--- src/rtl/panel_seq_pkg.sv ---
package panel_seq_pkg;

  localparam int PC_W = 6;

  typedef enum logic [2:0] {
    K_CMD = 3'd0,
    K_ONE = 3'd1,
    K_TWO = 3'd2,
    K_GAP = 3'd3,
    K_END = 3'd4
  } stepKind_t;

  typedef struct packed {
    stepKind_t   kind;
    logic [7:0]  addr;
    logic [15:0] val;
  } step_t;

  typedef enum logic [1:0] {
    SEL_UP   = 2'd0,
    SEL_ON   = 2'd1,
    SEL_OFF  = 2'd2,
    SEL_DOWN = 2'd3
  } entry_t;

  // strobes from control to datapath
  typedef struct packed {
    logic loadStart;
    logic incPc;
    logic loadGap;
    logic decGap;
    logic issue;
    logic retire;
    logic setErr;
    logic clrErr;
  } strobe_t;

  localparam logic [PC_W-1:0] START_UP   = PC_W'(0);
  localparam logic [PC_W-1:0] START_ON   = PC_W'(47);
  localparam logic [PC_W-1:0] START_OFF  = PC_W'(49);
  localparam logic [PC_W-1:0] START_DOWN = PC_W'(51);

endpackage

--- src/rtl/panel_seq_rom.sv ---
module panel_seq_rom
  import panel_seq_pkg::*;
(
  input  logic [PC_W-1:0] pc,
  output step_t           step
);

  function automatic step_t mk(input stepKind_t k, input logic [7:0] a, input logic [15:0] v);
    step_t s;
    s.kind = k;
    s.addr = a;
    s.val  = v;
    return s;
  endfunction

  always_comb begin
    case (pc)
      // wake-up preamble
      6'd0:  step = mk(K_CMD, 8'h00, 16'h0000);
      6'd1:  step = mk(K_GAP, 8'h00, 16'h0000);
      6'd2:  step = mk(K_CMD, 8'h00, 16'h0000);
      6'd3:  step = mk(K_GAP, 8'h00, 16'h0000);
      6'd4:  step = mk(K_CMD, 8'h00, 16'h0000);
      6'd5:  step = mk(K_GAP, 8'h00, 16'h0000);
      // standby exit, rails, output control, sleep exit
      6'd6:  step = mk(K_ONE, 8'hB0, 16'h0017);
      6'd7:  step = mk(K_ONE, 8'hBC, 16'h0080);
      6'd8:  step = mk(K_ONE, 8'h3B, 16'h0000);
      6'd9:  step = mk(K_ONE, 8'hB0, 16'h0016);
      6'd10: step = mk(K_TWO, 8'hB8, 16'hFFF9);
      6'd11: step = mk(K_CMD, 8'h11, 16'h0000);
      // configuration table
      6'd12: step = mk(K_ONE, 8'hBA, 16'h0001);
      6'd13: step = mk(K_ONE, 8'hBB, 16'h0000);
      6'd14: step = mk(K_ONE, 8'h3A, 16'h0060);
      6'd15: step = mk(K_ONE, 8'hBF, 16'h0010);
      6'd16: step = mk(K_ONE, 8'hB1, 16'h0056);
      6'd17: step = mk(K_ONE, 8'hB2, 16'h0033);
      6'd18: step = mk(K_ONE, 8'hB3, 16'h0011);
      6'd19: step = mk(K_ONE, 8'hB3, 16'h0011);
      6'd20: step = mk(K_ONE, 8'hB4, 16'h0002);
      6'd21: step = mk(K_ONE, 8'hB5, 16'h002B);
      6'd22: step = mk(K_ONE, 8'hB6, 16'h0040);
      6'd23: step = mk(K_ONE, 8'hB7, 16'h0003);
      6'd24: step = mk(K_ONE, 8'hB9, 16'h0004);
      6'd25: step = mk(K_ONE, 8'hBD, 16'h0004);
      6'd26: step = mk(K_ONE, 8'hBE, 16'h0000);
      6'd27: step = mk(K_ONE, 8'hC0, 16'h0011);
      6'd28: step = mk(K_ONE, 8'hC1, 16'h0011);
      6'd29: step = mk(K_ONE, 8'hC2, 16'h0011);
      6'd30: step = mk(K_TWO, 8'hC3, 16'h2040);
      6'd31: step = mk(K_TWO, 8'hC4, 16'h60C0);
      6'd32: step = mk(K_TWO, 8'hC5, 16'h1020);
      6'd33: step = mk(K_TWO, 8'hC6, 16'h60C0);
      6'd34: step = mk(K_TWO, 8'hC7, 16'h5533);
      6'd35: step = mk(K_ONE, 8'hC8, 16'h0000);
      6'd36: step = mk(K_ONE, 8'hC9, 16'h0000);
      6'd37: step = mk(K_ONE, 8'hCA, 16'h0000);
      6'd38: step = mk(K_TWO, 8'hEC, 16'h01F0);
      6'd39: step = mk(K_ONE, 8'hCF, 16'h0002);
      6'd40: step = mk(K_TWO, 8'hD0, 16'h0804);
      6'd41: step = mk(K_ONE, 8'hD1, 16'h0001);
      6'd42: step = mk(K_TWO, 8'hD2, 16'h0000);
      6'd43: step = mk(K_TWO, 8'hD3, 16'h0D0E);
      6'd44: step = mk(K_TWO, 8'hD4, 16'h11A4);
      6'd45: step = mk(K_ONE, 8'hD5, 16'h000E);
      6'd46: step = mk(K_END, 8'h00, 16'h0000);
      // display on
      6'd47: step = mk(K_CMD, 8'h29, 16'h0000);
      6'd48: step = mk(K_END, 8'h00, 16'h0000);
      // display off
      6'd49: step = mk(K_CMD, 8'h28, 16'h0000);
      6'd50: step = mk(K_END, 8'h00, 16'h0000);
      // shutdown
      6'd51: step = mk(K_TWO, 8'hB8, 16'h8002);
      6'd52: step = mk(K_CMD, 8'h10, 16'h0000);
      6'd53: step = mk(K_ONE, 8'hB0, 16'h0000);
      default: step = mk(K_END, 8'h00, 16'h0000);
    endcase
  end

endmodule

--- src/rtl/panel_seq_dp.sv ---
module panel_seq_dp
  import panel_seq_pkg::*;
#(
  parameter int GAP_CYCLES = 100000
) (
  input  logic        clk,
  input  logic        rstN,
  input  strobe_t     strobe,
  input  entry_t      startSel,
  output stepKind_t   curKind,
  output logic        gapDone,
  output logic        wrReq,
  output logic [1:0]  wrKind,
  output logic [7:0]  wrReg,
  output logic [15:0] wrData,
  output logic        errFlag
);

  localparam int CNT_W = $clog2(GAP_CYCLES + 1);

  logic [PC_W-1:0]  pc;
  logic [CNT_W-1:0] gapCnt;
  step_t            step;
  logic [PC_W-1:0]  startPc;

  panel_seq_rom u_rom (
    .pc   (pc),
    .step (step)
  );

  assign curKind = step.kind;
  assign gapDone = (gapCnt == '0);

  always_comb begin
    case (startSel)
      SEL_UP:   startPc = START_UP;
      SEL_ON:   startPc = START_ON;
      SEL_OFF:  startPc = START_OFF;
      default:  startPc = START_DOWN;
    endcase
  end

  // script position
  always_ff @(posedge clk or negedge rstN) begin
    if (!rstN) begin
      pc <= '0;
    end else if (strobe.loadStart) begin
      pc <= startPc;
    end else if (strobe.incPc) begin
      pc <= pc + 1'b1;
    end
  end

  // wake-up pause counter
  always_ff @(posedge clk or negedge rstN) begin
    if (!rstN) begin
      gapCnt <= '0;
    end else if (strobe.loadGap) begin
      gapCnt <= CNT_W'(GAP_CYCLES - 1);
    end else if (strobe.decGap && !gapDone) begin
      gapCnt <= gapCnt - 1'b1;
    end
  end

  // writer request and its fields
  always_ff @(posedge clk or negedge rstN) begin
    if (!rstN) begin
      wrReq  <= 1'b0;
      wrKind <= 2'd0;
      wrReg  <= 8'h00;
      wrData <= 16'h0000;
    end else if (strobe.issue) begin
      wrReq  <= 1'b1;
      wrKind <= step.kind[1:0];
      wrReg  <= step.addr;
      wrData <= step.val;
    end else if (strobe.retire) begin
      wrReq  <= 1'b0;
    end
  end

  always_ff @(posedge clk or negedge rstN) begin
    if (!rstN) begin
      errFlag <= 1'b0;
    end else if (strobe.clrErr) begin
      errFlag <= 1'b0;
    end else if (strobe.setErr) begin
      errFlag <= 1'b1;
    end
  end

endmodule

--- src/rtl/panel_seq_ctrl.sv ---
module panel_seq_ctrl
  import panel_seq_pkg::*;
(
  input  logic      clk,
  input  logic      rstN,
  input  logic      reqPrepare,
  input  logic      reqEnable,
  input  logic      reqDisable,
  input  logic      reqUnprepare,
  input  logic      wrDone,
  input  logic      wrErr,
  input  stepKind_t curKind,
  input  logic      gapDone,
  output strobe_t   strobe,
  output entry_t    startSel,
  output logic      busy
);

  typedef enum logic [1:0] {S_IDLE, S_ISSUE, S_WAIT, S_GAP} state_t;

  state_t state, stateNext;
  logic   abortOnErr, abortNext;
  logic   anyReq;

  assign anyReq = reqPrepare | reqEnable | reqDisable | reqUnprepare;
  assign busy   = (state != S_IDLE);

  // fixed priority among simultaneous requests
  always_comb begin
    if (reqPrepare)        startSel = SEL_UP;
    else if (reqUnprepare) startSel = SEL_DOWN;
    else if (reqEnable)    startSel = SEL_ON;
    else                   startSel = SEL_OFF;
  end

  always_comb begin
    strobe    = '0;
    stateNext = state;
    abortNext = abortOnErr;
    case (state)
      S_IDLE: begin
        if (anyReq) begin
          strobe.loadStart = 1'b1;
          strobe.clrErr    = reqPrepare;
          abortNext        = reqPrepare;
          stateNext        = S_ISSUE;
        end
      end
      S_ISSUE: begin
        case (curKind)
          K_END: stateNext = S_IDLE;
          K_GAP: begin
            strobe.loadGap = 1'b1;
            stateNext      = S_GAP;
          end
          default: begin
            strobe.issue = 1'b1;
            stateNext    = S_WAIT;
          end
        endcase
      end
      S_WAIT: begin
        if (wrDone) begin
          strobe.retire = 1'b1;
          strobe.setErr = wrErr;
          if (wrErr && abortOnErr) begin
            stateNext = S_IDLE;
          end else begin
            strobe.incPc = 1'b1;
            stateNext    = S_ISSUE;
          end
        end
      end
      S_GAP: begin
        if (gapDone) begin
          strobe.incPc = 1'b1;
          stateNext    = S_ISSUE;
        end else begin
          strobe.decGap = 1'b1;
        end
      end
      default: stateNext = S_IDLE;
    endcase
  end

  always_ff @(posedge clk or negedge rstN) begin
    if (!rstN) begin
      state      <= S_IDLE;
      abortOnErr <= 1'b0;
    end else begin
      state      <= stateNext;
      abortOnErr <= abortNext;
    end
  end

endmodule

--- src/rtl/panel_power_seq.sv ---
module panel_power_seq
  import panel_seq_pkg::*;
#(
  parameter int GAP_CYCLES = 100000
) (
  input  logic        clk,
  input  logic        rstN,
  input  logic        reqPrepare,
  input  logic        reqEnable,
  input  logic        reqDisable,
  input  logic        reqUnprepare,
  output logic        busy,
  output logic        errFlag,
  output logic        wrReq,
  output logic [1:0]  wrKind,
  output logic [7:0]  wrReg,
  output logic [15:0] wrData,
  input  logic        wrDone,
  input  logic        wrErr
);

  strobe_t   strobe;
  entry_t    startSel;
  stepKind_t curKind;
  logic      gapDone;

  panel_seq_ctrl u_ctrl (
    .clk          (clk),
    .rstN         (rstN),
    .reqPrepare   (reqPrepare),
    .reqEnable    (reqEnable),
    .reqDisable   (reqDisable),
    .reqUnprepare (reqUnprepare),
    .wrDone       (wrDone),
    .wrErr        (wrErr),
    .curKind      (curKind),
    .gapDone      (gapDone),
    .strobe       (strobe),
    .startSel     (startSel),
    .busy         (busy)
  );

  panel_seq_dp #(
    .GAP_CYCLES (GAP_CYCLES)
  ) u_dp (
    .clk      (clk),
    .rstN     (rstN),
    .strobe   (strobe),
    .startSel (startSel),
    .curKind  (curKind),
    .gapDone  (gapDone),
    .wrReq    (wrReq),
    .wrKind   (wrKind),
    .wrReg    (wrReg),
    .wrData   (wrData),
    .errFlag  (errFlag)
  );

endmodule

--- config.mk ---
export PLATFORM = sky130hd
export DESIGN_NAME = panel_power_seq
export DESIGN_NICKNAME = d
export VERILOG_FILES = /design/src/rtl/panel_seq_pkg.sv /design/src/rtl/panel_seq_rom.sv /design/src/rtl/panel_seq_dp.sv /design/src/rtl/panel_seq_ctrl.sv /design/src/rtl/panel_power_seq.sv
export SDC_FILE = /design/constraint.sdc
export NUM_CORES = 1
export LEC_CHECK = 0
export ABC_AREA = 1
export BUFFER_PORTS_ARGS = -buffer_cell sky130_fd_sc_hd__buf_2
export CAP_MARGIN = 40
export CORE_ASPECT_RATIO = 1.5
export CORE_MARGIN = 4
export CORE_UTILIZATION = 45
export CTS_CLUSTER_DIAMETER = 60
export DETAILED_ROUTE_END_ITERATION = 8
export PLACE_DENSITY_LB_ADDON = 0.08
export SYNTH_ARGS = -nofsm -noshare
export SYNTH_HDL_FRONTEND = slang
export SYNTH_SLANG_ARGS = --single-unit
--- constraint.sdc ---
create_clock -name clk -period 2.3 [get_ports clk]
set_input_delay 0.46 -clock clk [delete_from_list [all_inputs] [get_ports clk]]
set_output_delay 0.46 -clock clk [all_outputs]
set_load 0.05 [all_outputs]
# Word-level counts from Yosys, hierarchy flattened
# Memory sizes are Yosys's and may differ from the RTL's.
# Cells that the tools add are included.
# word_totals
reg_bits	54
romBits	1728
input_bits	8
output_inout_bits	29
word_cells	73
n_memories	1
# classes
add_sub_neg	2
n_eq_ne	10
n_mux	34
n_bitwise	3
reduce_logical	14
# memory_table
memory	depth	width	read_ports	rd_ports_with_merged_regs	write_ports	line_no	source
(name not given)	64	27	1	0	0	panel_seq_rom.sv:17	case (pc)
# op_table
cell	n
17-bit 2-to-1 mux	2
1-bit 2-to-1 mux	18
6-bit case mux with 3 select lines	1
17-bit zero test	1
17-bit by 1-bit subtractor with 17-bit output, second input constant	1
2-bit 2-to-1 mux	8
6-bit 2-to-1 mux	2
2-bit nonzero test	5
2-bit case mux with 4 select lines	1
6-bit by 1-bit adder with 6-bit output, second input constant	1
2-bit == test, second input constant	3
2-bit by 1-bit == test with 1-bit output, second input constant	2
2-bit zero test	2
2-bit by 1-bit != test with 1-bit output, second input constant	2
2-bit case mux with 2 select lines	1
3-bit by 2-bit == test with 1-bit output, second input constant	1
3-bit == test, second input constant	1
1-bit OR	3
3-bit AND reduction	1
1-bit logical AND	2
2-bit != test, second input constant	1
1-bit case mux with 2 select lines	1
2-bit AND reduction	1
2-bit OR reduction	1
1-bit zero test	1

# Logic depth before layout (Yosys ltp)
# Gate-level depths: netlist of run 1.
# logic_depth
word_depth	6
mapped_depth	15
ltp_nobuf	13

# Modules after synthesis
# Synthesis of run 1 repeated with hierarchy kept, for this count alone.
# hier_totals
cells_unflattened	626
area_unflattened_um2	3972.6
# modules_own_cells
mod	n_inst	cells_each	area_each_um2	seq_area_each_um2
panel_seq_dp	1	340	2543.7	1276.2
panel_seq_rom	1	231	1099.8	0.0
panel_seq_ctrl	1	55	329.1	75.1

# Least setup slack after synthesis of run 1
# No wires, ideal clock.
# synth_path
path_type	register -> register
start	reg u_dp.pc[0]
end	reg u_dp.wrData[0]
setup_time_ps	119
arrival_time_ps	1985
t_required_ps	2181
setup_slack_ps	196
path_stages_with_launch	15
n_path_buf	2
period_less_slack_ps	2104
cell_sequence	dfrtp_1 buf_2 inv_1 ha_1 inv_1 nor2_1 nand2_1 nand2_1 nor2_1 nand2_1 nand2_4 nand3_4 buf_6 nand2_1 nand2_1
# synth_between
elab_chain_len	5
word_cells_on_any_way	6
cone_classes	2 x eq/ne; 2 x mux; 1 x reduce/logical; 1 x memory
# synth_lines
item	line_no	source
from (decl)	panel_seq_dp.sv:21	logic [PC_W-1:0] pc;
from (signal assigned)	panel_seq_dp.sv:48	pc <= startPc;
from (signal assigned)	panel_seq_dp.sv:50	pc <= pc + 1'b1;
memory 64 x 27 bit (*)	-	
3-bit == test / 3-bit by 2-bit == test with 1-bit output (equally long branches)	panel_seq_ctrl.sv:50	case (curKind)
2-bit OR reduction (no source line)	-	
1-bit 2-to-1 mux	panel_seq_ctrl.sv:50	
1-bit 2-to-1 mux	panel_seq_ctrl.sv:40	case (state)
to (signal assigned)	panel_seq_dp.sv:76	wrData <= step.val;
to (decl)	panel_seq_dp.sv:15	output logic [15:0] wrData,
# Every way passes the cells marked *; elsewhere a longest branch is shown, timed or not.
# A chain may end at the register's enable or synchronous reset.

# Worst setup path after layout of run 1
# layout_path
start	reg u_dp.pc[3]
end	reg u_dp.wrKind[1]
# layout_between
elab_chain_len	5
word_cells_on_any_way	6
cone_classes	2 x eq/ne; 2 x mux; 1 x reduce/logical; 1 x memory
# layout_lines
item	line_no	source
memory 64 x 27 bit (*)	-	
3-bit == test / 3-bit by 2-bit == test with 1-bit output (equally long branches)	panel_seq_ctrl.sv:50	
2-bit OR reduction (no source line)	-	
1-bit 2-to-1 mux	panel_seq_ctrl.sv:50	
1-bit 2-to-1 mux	panel_seq_ctrl.sv:40	
to (signal assigned)	panel_seq_dp.sv:74	wrKind <= step.kind[1:0];
to (decl)	panel_seq_dp.sv:13	output logic [1:0] wrKind,
# Marks and branches as above.

==> reports/metrics.yaml, run 1 <==
cells_and_area:
  final_cell_mix: "nand2_1, inv_1, nor2_1, dfrtp_1, nand3_1"
  final-seq-area_um2: 1350
  multi_input_comb_area_um2: 2180
  final_common_cell: "nand2_1"
  utilization_pct: 54.0
  nNetsFinal: 656
  area_growth_pct: 17.2
  diodes: 0
  drive_gt1_share_pct: 14.7
  fillers: 869
status:
  outcome: "finished, final reports clean"
sta:
  min_period_ns: 2.14
  holdWs_ns: 0.0885
  worstMarginPinSlew_ns: 0.429
  max_slew_margin_pct: 71.2
  hold_violations: 0
  period_share_pct: 92.9
  max_clock_freq_ghz: 0.468
  finClkSkew_ns: 0.00568
  report.final.setup_viol: 0
  finalMaxSlewViolations: 0
floorplanning:
  floorplan.core_area_um2: 8360
  dieArea_um2: 10100
  num_io_pins: 37
  die_w_um: 83.6
  start_util_pct: 46.1
  die_y_um: 121
  std_cell_rows: 41
setup_path:
  rr_startpoint: "u_dp.pc[3]$_DFFE_PN0P_"
  path_cells: "buf_12, nor2_1, nand2_1, nand3_1, nand3_1, nor2_2, nand2_4, buf_12, nand3_1, nand2_1"
  cp.arrival_ns: 2.33
  worstPathMaxFanout: 26
  r2r_setup_slack_ns: 0.16
  crit_type: "reg -> reg"
  critical-path-max-stage-delay_ns: 0.44
  startpoint: "u_dp.pc[3]$_DFFE_PN0P_"
  crit_end: "u_dp.wrKind[1]$_DFFE_PN0P_"
  cp_common_cell: "nand3_1"
  critPathCaptureType: "flip-flop"
  cp.required_ns: 2.49
  timing.rr.end: "u_dp.wrKind[1]$_DFFE_PN0P_"
  worst_setup_path_start_kind: "flip-flop"
  r2r_cells: 10
  slowest_stage: "dfrtp_1"
synth:
  synth_fa_ha_area_share_pct: 4.87
  synth-simple-area-share_pct: 40.1
  synthMuxAreaShare_pct: 0
  synth_area_per_cell_um2: 6.63
  syn_nets: 604
  netlist_area_um2: 3850
  async_flop_share_pct: 100
  synthCells: 581
  ys_seq_area_share_pct: 35.1
  synthFlopType: "dfrtp_1"
  yosys.cell_types.count: 37
  synth_top_family_by_area: "simple AND/OR/NAND/NOR gates"
  ys_ff_latch: 54
  synth_xor_xnor_area_share_pct: 1.36
  synth_edf_count: 0
  synth_compound_area_share_pct: 8.96
  synth.top_cell.area_share_pct: 35.1
  yosys_warnings: 0
  ys_top_cells_by_area: "dfrtp_1, nand2_1, nand3_1"
  netlist.top_cell.by_area: "dfrtp_1"
clocking:
  numClockSinks: 54
  h-tree-depth: 2
  cts_buffer_depth: 2
  cts_buffers: 5
  cts_tree: "built"
  cts_hold_buf: 0
  clkSlewWorstSetupHoldPaths_ns: 0.07
  clk_latency_ns: 0.30
  cts-root-buf: "clkbuf_16"
routing:
  routed_wl_um: 12400
  drtIter0Drc: 177
  dr_total_vias: 4011
  ant_nets: 0
  wl_per_cell_um: 16.7
  firstDrtPassIters: 4
  viasPerCell: 5.41
  drcViolationCount: 0
power_and_ir_drop:
  finalPower_mw: 7.42
  ir_worst_vdd_mv: 0.845
  power_density_nw_per_um2: 1640
  p_leak_nw: 2.53
place:
  io_buffer_count: 36
  gp_congestion: 1.01
  dpl.hpwl_um: 9740
job:
  cap_viol_max_count: 0
grt:
  antenna_found_initial: 0
  grt_use_total_pct: 25.0
  grt_max_degree: 28
  gr-total-overflow: 0
  grt_pass1_wl_um: 20100
  grt_pass1_vias: 4088
worst_hold_path:
  hold_path_class: "in -> async"
how the worst min path moves through the flow:
stage	start	slack, ns	endpoint	cells after the start
3_5_place_dp	rstN	0.42	u_dp.gapCnt[1]$_DFFE_PN0P_	1
6_report	rstN	0.09	u_dp.gapCnt[1]$_DFFE_PN0P_	1
2_1_floorplan	rstN	0.16	u_ctrl.abortOnErr$_DFFE_PN0P_	0
4_1_cts	rstN	0.11	u_dp.gapCnt[8]$_DFFE_PN0P_	1
5_1_grt	rstN	0.13	u_dp.gapCnt[1]$_DFFE_PN0P_	1
3_3_place_gp	rstN	0.42	u_dp.gapCnt[1]$_DFFE_PN0P_	1
layout make-up:
| cell class | count | area share [%] |
|---|---|---|
| tap | 107 | 2.96 |
| timing repair buffer | 67 | 10.1 |
| multi-input combinational | 441 | 48.2 |
| sequential | 54 | 30.0 |
| clock inverter | 3 | 0.637 |
| inverter | 64 | 5.32 |
| clock buffer | 5 | 2.77 |
flip-flops by register name, indices dropped and copies added (netlist names), 2 cells and up:
signal and flops:
u_dp.pc 6, u_dp.wrKind 2, u_ctrl.state 2, u_dp.gapCnt 17, u_dp.wrData 16, u_dp.wrReg 8
cells by family (layout without fill, tap and decap cells):
logic type,after synthesis,after routing
buffers and inverters,88,139
xor gates and xnor gates,6,6
adders and majority gates,15,15
AOI/OAI and AO/OA,62,62
DFF,54,54
and+or+nand+nor,356,358
repair_timing:
action	CTS	global route
gates resized for setup	0	11
hold endpoints to repair	0	0
setup buffers	0	1
endpoints found under the setup margin	0	31
synthesized netlist by cell type (2+ instances only):
library cell  number
a31oi_1            3
xor2_1             5
ha_1              15
clkbuf_1           8
nand3_1           50
nor3_1             4
nand3b_1           2
a21boi_0           2
nand2_1          193
inv_1             63
buf_2             10
a21oi_1           14
nor2_1            62
buf_4              2
o211ai_1           3
o21ai_0           32
o21bai_1           2
nand2_2            3
nand4_1           35
dfrtp_1           54
buf_6              3
critical path, delay by kind of cell, from the launching register on:
| kind | cells | cell delay, ns |
|---|---|---|
| simple gates | 8 | 1.23 |
| flops | 1 | 0.44 |
| buf+inv | 2 | 0.36 |
per-stage QoR:
step	instance area, µm²	setup slack, ns	cells	TNS [ns]
4_1_cts	4450	0.118	738	0
3_5_place_dp	4300	0.132	730	0
5_1_grt	4520	-0.000808	741	-0.000808
2_1_floorplan	3850	0.196	581	0
6_report	4520	0.164	741	0
3_3_place_gp	4300	0.133	730	0
layer usage:
metal	GRT usage, %	up-vias	part of all wire, %
met2	47.1	89	54
met4	13.6	0	4.3
li1	-	1995	-
met1	26.9	1892	39
met3	2.51	35	2.2
met5	0	-	0
where the power goes:
group          leakage [nW]  total [mW]  internal, mW  switching (mW)
clock network        0.0759       0.783         0.416           0.368
registers             0.672        1.69          1.35           0.334
logic                  1.78        4.95          1.52            3.43
Note: power is estimated with default switching activity, not from simulation.
==> run 2, diff against run 1 <==
--- a/config.mk
+++ b/config.mk
@@ -13,6 +13,7 @@
 export CORE_UTILIZATION = 45
 export CTS_CLUSTER_DIAMETER = 60
 export DETAILED_ROUTE_END_ITERATION = 8
+export HOLD_SLACK_MARGIN = 0.15
 export PLACE_DENSITY_LB_ADDON = 0.08
 export SYNTH_ARGS = -nofsm -noshare
 export SYNTH_HDL_FRONTEND = slang
==> reports/metrics.yaml, run 2 (synthesis gave the netlist of run 1 again) <==
floorplanning:
  start_util_pct: 46.1
  floorplan.core_area_um2: 8360
  dieArea_um2: 10100
  die_y_um: 121
  std_cell_rows: 41
  num_io_pins: 37
  die_w_um: 83.6
routing:
  routed_wl_um: 12400
  dr_total_vias: 4030
  wl_per_cell_um: 16.7
  viasPerCell: 5.43
  drcViolationCount: 0
  firstDrtPassIters: 5
  drtIter0Drc: 187
  ant_nets: 0
cells_and_area:
  drive_gt1_share_pct: 14.6
  final_common_cell: "nand2_1"
  final-seq-area_um2: 1350
  largest_register_ffs: 17
  fin_cells: 742
  final_cell_mix: "nand2_1, inv_1, nor2_1, dfrtp_1, nand3_1"
  regMostFlops: "u_dp.gapCnt"
  area_growth_pct: 17.5
  utilization_pct: 54.1
  nNetsFinal: 657
  fillers: 868
  diodes: 0
  reg.largest.list: "u_dp.gapCnt x17, u_dp.wrData x16, u_dp.wrReg x8"
  multi_input_comb_area_um2: 2180
sta:
  report.final.setup_viol: 0
  min_period_ns: 2.15
  setup_tns_ns: 0
  worstMarginPinSlew_ns: 0.429
  holdWs_ns: 0.403
  finClkSkew_ns: 0.00547
  period_share_pct: 93.5
  max_clock_freq_ghz: 0.465
  max_slew_margin_pct: 71.2
  hold_violations: 0
  finalMaxSlewViolations: 0
clocking:
  cts_tree: "built"
  clk_latency_ns: 0.30
  cts_buffers: 5
  h-tree-depth: 2
  cts_buffer_depth: 2
  cts-root-buf: "clkbuf_16"
  clkSlewWorstSetupHoldPaths_ns: 0.07
  numClockSinks: 54
job:
  cap_viol_max_count: 0
place:
  dpl.hpwl_um: 9740
  io_buffer_count: 36
  gp_congestion: 1.01
  dp_cells: 730
power_and_ir_drop:
  pwr-share-seq_pct: 22.7
  p_switching_mw: 4.14
  p_int_mw: 3.29
  ir_worst_vdd_mv: 0.848
  p_sw_share_pct: 55.8
  p_leak_nw: 2.53
  power_density_nw_per_um2: 1640
  pwr-share-comb_pct: 66.8
  p_clk_share_pct: 10.5
grt:
  grt_max_degree: 28
  grt_pass1_vias: 4093
  grt_pass1_wl_um: 20200
  gr-total-overflow: 0
  antenna_found_initial: 0
  grt_use_total_pct: 25.0
setup_path:
  crit_type: "reg -> reg"
  cp.required_ns: 2.49
  worstPathMaxFanout: 25
  critPathCaptureType: "flip-flop"
  cp.arrival_ns: 2.34
  worst_setup_path_start_kind: "flip-flop"
worst_hold_path:
  hold_path_class: "in -> reg"
status:
  outcome: "finished, final reports clean"
-- run 2: cell types whose count changed in the layout (fill, tap and decap cells not counted), sizes merged --
| cell | before | now |
|---|---|---|
| dlygate4sd3 | 0 | 1 |
-- run 2: timing repair --
item                                    CTS  global route
endpoints found under the setup margin    0            31
hold buffers                              1             0
hold endpoints to repair                 17             0
buffers inserted                          0             1
resized for setup                         0            11
-- run 2: critical path, cell delays in order (launching register included) --
cell	delay, ns
dfrtp_1	0.42
buf_4	0.19
nand2_1	0.18
inv_1	0.16
nand2_1	0.11
nand2_1	0.05
nand2_1	0.13
nand3_1	0.09
nor2_1	0.13
nand2_2	0.18
buf_8	0.22
nand4_1	0.11
nand2_1	0.06
-- run 2: through the flow --
step	setup WS, ns	instance area, µm²	total power, mW
finish	0.149	4530	7.43
global route	-0.000808	4530	8.05
CTS	0.118	4460	7.27
detailed placement	0.132	4300	6.46
global placement	0.133	4300	6.46
floorplan	0.196	3850	5.04
-- run 2: area by class of cell --
type,count,area share [%]
tap,107,2.96
clock inverter,3,0.636
inverter,64,5.31
clock buffer,5,2.76
sequential,54,29.9
timing repair buffer,68,10.3
multi-input combinational,441,48.1
-- run 2: power groups by stage --
stage	Sequential [mW]	Combinational, mW	Clock (mW)
after floorplan	2.23	2.81	0
after global placement	1.68	4.78	0
after detailed placement	1.69	4.77	0
after CTS	1.68	4.79	0.806
after global routing	1.74	5.47	0.838
final	1.69	4.96	0.782
-- run 2: path summary, 6_finish.rpt --
check                                       startpoint                       endpoint  slack, ns  cells after the start
max                             u_dp.pc[1]$_DFFE_PN0P_    u_dp.wrData[11]$_DFFE_PN0P_       0.15                     12
min                                         reqPrepare  u_ctrl.abortOnErr$_DFFE_PN0P_       0.40                      3
max reg2reg                     u_dp.pc[1]$_DFFE_PN0P_    u_dp.wrData[11]$_DFFE_PN0P_       0.15                     12
min reg2reg                u_dp.wrData[14]$_DFFE_PN0P_    u_dp.wrData[14]$_DFFE_PN0P_       0.47                      2
max in group asynchronous                         rstN      u_dp.wrReg[4]$_DFFE_PN0P_       1.04                      3
min in group asynchronous                         rstN     u_dp.gapCnt[1]$_DFFE_PN0P_       0.63                      2
-- run 2: metal layers --
metal	GRT usage [%]	up-vias	wire, µm
met3	2.58	37	353
met4	13.6	0	552
met5	0	-	0
li1	-	1999	-
met2	47.1	96	6730
met1	26.9	1898	4790
